`src/rtl/uart_irq_arbiter.sv`:
```
module uart_irq_arbiter (
  input  logic       clk,
  input  logic       rst_n,
  input  logic [3:0] ier,
  input  logic       overrun_err,
  input  logic       parity_err,
  input  logic       framing_err,
  input  logic       break_det,
  input  logic       lsr_rd,
  input  logic       rx_data_req,
  input  logic       rx_timeout_req,
  input  logic       thr_empty,
  input  logic       thr_wr,
  input  logic       modem_chg,
  input  logic       iid_rd,
  output logic       irq,
  output logic [3:0] irq_src,
  output logic [3:0] err_flags
);

  localparam logic [3:0] SRC_NONE  = 4'b0001;
  localparam logic [3:0] SRC_LINE  = 4'b0110;
  localparam logic [3:0] SRC_DATA  = 4'b0100;
  localparam logic [3:0] SRC_TOUT  = 4'b1100;
  localparam logic [3:0] SRC_THRE  = 4'b0010;
  localparam logic [3:0] SRC_MODEM = 4'b0000;

  logic [3:0] err_in;
  logic       thr_empty_q, thre_pend;
  logic       ls_act, rx_act, to_act, th_act, ms_act;
  logic       thre_rise, thre_clr;

  assign err_in = {break_det, framing_err, parity_err, overrun_err};

  always_ff @(posedge clk) begin
    if (!rst_n) err_flags <= '0;
    else        err_flags <= (lsr_rd ? 4'b0000 : err_flags) | err_in;
  end

  assign thre_rise = thr_empty & ~thr_empty_q;
  assign thre_clr  = thr_wr | (iid_rd & (irq_src == SRC_THRE));

  always_ff @(posedge clk) begin
    if (!rst_n) begin
      thr_empty_q <= 1'b1;
      thre_pend   <= 1'b0;
    end else begin
      thr_empty_q <= thr_empty;
      thre_pend   <= thre_rise | (thre_pend & ~thre_clr);
    end
  end

  assign ls_act = ier[2] & (|err_flags);
  assign rx_act = ier[0] & rx_data_req;
  assign to_act = ier[0] & rx_timeout_req;
  assign th_act = ier[1] & thre_pend;
  assign ms_act = ier[3] & modem_chg;

  always_comb begin
    if (ls_act)      irq_src = SRC_LINE;
    else if (rx_act) irq_src = SRC_DATA;
    else if (to_act) irq_src = SRC_TOUT;
    else if (th_act) irq_src = SRC_THRE;
    else if (ms_act) irq_src = SRC_MODEM;
    else             irq_src = SRC_NONE;
  end

  assign irq = ls_act | rx_act | to_act | th_act | ms_act;

endmodule


```
`config.mk`:
```
export PLATFORM = sky130hd
export DESIGN_NAME = uart_irq_arbiter
export DESIGN_NICKNAME = d
export VERILOG_FILES = /design/src/rtl/uart_irq_arbiter.sv
export SDC_FILE = /design/constraint.sdc
export NUM_CORES = 1
export LEC_CHECK = 0
export ABC_AREA = 1
export CAP_MARGIN = 40
export CORE_AREA = 4 4 41 43
export CTS_CLUSTER_DIAMETER = 80
export DETAILED_ROUTE_END_ITERATION = 12
export DIE_AREA = 0 0 45 47
export SYNTH_ARGS = -nofsm -noshare
export SYNTH_HDL_FRONTEND = slang
export SYNTH_SLANG_ARGS = --single-unit
```
`constraint.sdc`:
```
create_clock -name clk -period 1.05 [get_ports clk]
set_input_delay 0.105 -clock clk [delete_from_list [all_inputs] [get_ports clk]]
set_output_delay 0.105 -clock clk [all_outputs]
set_load 0.02 [all_outputs]
```
==> impl_metrics.py <==
metrics = {
    "synthesis": {
        "avgSynthCellArea_um2": 7.14,
        "netlist.area_leader.share": 0.410,
        "async_reset_ff_frac": 0,
        "ys_types": 13,
        "syn_inst": 41,
        "synth_fp_nets": 58,
        "synth_enable_flop_cells": 0,
        "synth_common_cells": "9 x nor2_1, 6 x dfxtp_1, 6 x nand2_1, 5 x nand2_2",
        "synth_area_leader_cell": "dfxtp_1",
        "yosysMostFrequentCell": "nor2_1",
        "synth_area_um2": 293,
        "synth_seq_area_share": 0.410,
        "ys_top_cells_by_area": "dfxtp_1 41%, nor2_1 12%, nand2_2 11%, nand2_1 7.7%, a21oi_1 6.8%",
        "synth_flop_cell": "dfxtp_1",
        "synth_warnings": 0,
        "ys_ff_latch": 6,
    },
    "setup_path": {
        "reg2reg_slack_ns": -0.09,
        "path_buf_inv": 2,
        "path_delay_family": "simple AND/OR/NAND/NOR gates",
        "regToRegStartpoint": "err_flags[2]",
        "cp_num_cells": 7,
        "crit_slowest_cell": "dfxtp_2",
        "cp_cell_sequence": "nor2_1, nand2_1, nand2_2, nand3_4, nor2_4, inv_2, buf_6",
        "critical_path_class": "flip-flop to output port",
        "cp-startpoint": "err_flags[3]",
        "end_kind": "output port",
        "reg2regPathDepth": 9,
        "critical_path_peak_fanout": 3,
        "cp-start-kind": "flip-flop",
        "worstPathArrival_ns": 1.14,
        "required_ns": 0.94,
        "crit_path_max_incr_delay_ns": 0.31,
        "regToRegEndpoint": "thre_pend",
    },
    "final_layout": {
        "insertedDiodeCount": 0,
        "layout-drive-gt1-share": 0.456,
        "finalNetCount": 98,
        "area_growth_pct": 124,
        "final_util": 0.503,
        "fin_cells": 94,
    },
    "routing": {
        "drc": 0,
        "postRouteAntennaNets": 0,
        "routed_via_density": 3.94,
        "via_count": 370,
        "dr_wl_met2_um": 410,
        "top_layer_used": "met3",
        "wl_met1_um": 258,
        "routed_wl_um": 775,
        "wl_met3_um": 106,
        "drtIter0Drc": 0,
        "wire_per_inst_um": 8.24,
        "first_pass_iters": 1,
    },
    "sta": {
        "finalMaxSlewViolations": 0,
        "period_share": 1.18,
        "report.final.hold_viol_count": 0,
        "worst_slew_pin_slew_ns": 0.161,
        "relSlewSlack": 0.892,
        "fin_ws_ns": -0.191,
        "grt_setup_unrepaired": "true",
        "final.setup_skew_ns": 0.00298,
        "setup_viol": 6,
        "min_period_ns": 1.24,
        "fmax_mhz": 806,
    },
    "clock_tree": {
        "cts-root-buf": "clkbuf_4",
        "clk_pin_slew_worst_paths_ns": 0.04,
        "insertion_delay_ns": 0.23,
        "h-tree-depth": 1,
        "cts_hold_buf": 0,
        "cts_buffers": 3,
        "tritoncts": "yes",
        "clock_path_buffers": 2,
        "cts_sinks": 6,
    },
    "die": {
        "die_y_um": 47,
        "rows": 13,
        "initial_core_util": 0.225,
        "die_area_mm2": 0.00212,
        "core_mm2": 0.00130,
        "ios": 26,
        "die_x_um": 45,
    },
    "global_routing": {
        "grt_max_degree": 6,
        "first_global_vias": 352,
        "grt_pass1_wl_um": 1290,
        "globalRouteTotalUtil": 0.0822,
        "antenna_found_initial": 0,
        "grt-ovfl-total": 0,
    },
    "min_path": {
        "worstHoldStart": "rst_n",
        "hold_path.class": "input pin to flip-flop",
        "min_to": "thr_empty_q",
        "hold_path_depth": 2,
    },
    "outcome": {
        "outcome": "finished with violations",
        "violations": "setup timing",
    },
    "run": {
        "maxCapViolations": 0,
    },
    "pwr": {
        "power_leakage_nw": 0.311,
        "p_per_area_mw_per_mm2": 1070,
        "total_power_mw": 0.698,
        "vdd_ir_drop_max_uv": 515,
    },
    "placed_design": {
        "routabilityCongestion": 0.616,
        "dpl_worst_slack_ns": -0.565,
        "dp_cells": 87,
        "io_buffers": 25,
    },
}
-- stage by stage --
stage	instance area [um^2]	setup TNS, ns	hold slack [ns]
floorplan	305	-0.0681	0.174
global placement	619	-3.00	0.475
detailed placement	619	-3.06	0.483
CTS	654	-0.962	0.378
global route	654	-1.43	0.405
finish	654	-0.903	0.381
-- routing by layer --
layer | up-vias | GRT usage
li1 | 204 | -
met5 | - | 0
met2 | 17 | 0.147
met3 | 0 | 0.0153
met1 | 149 | 0.0888
met4 | 0 | 0.0526
-- kinds of logic (layout without fill, tap and decap cells) --
kind of cell	count (synthesis)	after routing	share of synthesized area
AOI/OAI and AO/OA	6	6	0.115
buffers and inverters	5	43	0.0641
DFF	6	6	0.410
and+or+nand+nor	24	24	0.410
-- flip-flops by register name, summed over array words and instances, names as in the netlist --
signal	count
err_flags	4
thre_pend	1
thr_empty_q	1
-- placed cells by master, fill, tap and decap left out, types with 3 or more instances in the layout --
master / count
nand2_1: 6
buf_6: 4
nand2_2: 5
buf_2: 4
a21oi_1: 4
inv_1: 4
clkbuf_4: 3
nor2_1: 9
clkdlybuf4s50_1: 16
dfxtp_2: 4
buf_4: 11
-- area by class of cell --
type	instances	area, um^2
clock buffers	3	22.5
multi-input cells	30	161
inverters	5	18.8
fillers	156	647
repair buffers	35	308
well taps	15	18.8
flip-flops and latches	6	125
-- worst max-delay path by stage --
stage	endpoint	slack, ns
floorplan	irq	-0.07
global placement	irq_src[0]	-0.55
detailed placement	irq_src[0]	-0.56
CTS	irq	-0.21
global route	irq	-0.30
finish	irq	-0.19
-- what timing repair did --
| action | 4_1_cts | 5_1_grt |
|---|---|---|
| endpoints found under the hold margin | 0 | 0 |
| pin swaps | 4 | 1 |
| resized for setup | 38 | 7 |
| buffers inserted | 2 | 2 |
| setup endpoints to repair | 9 | 9 |
-- power breakdown --
part	internal [mW]	switching, mW
clock	0.129	0.0729
combinational	0.143	0.103
sequential	0.244	0.00654
total	0.516	0.182
(Power assumes the default switching activity.)
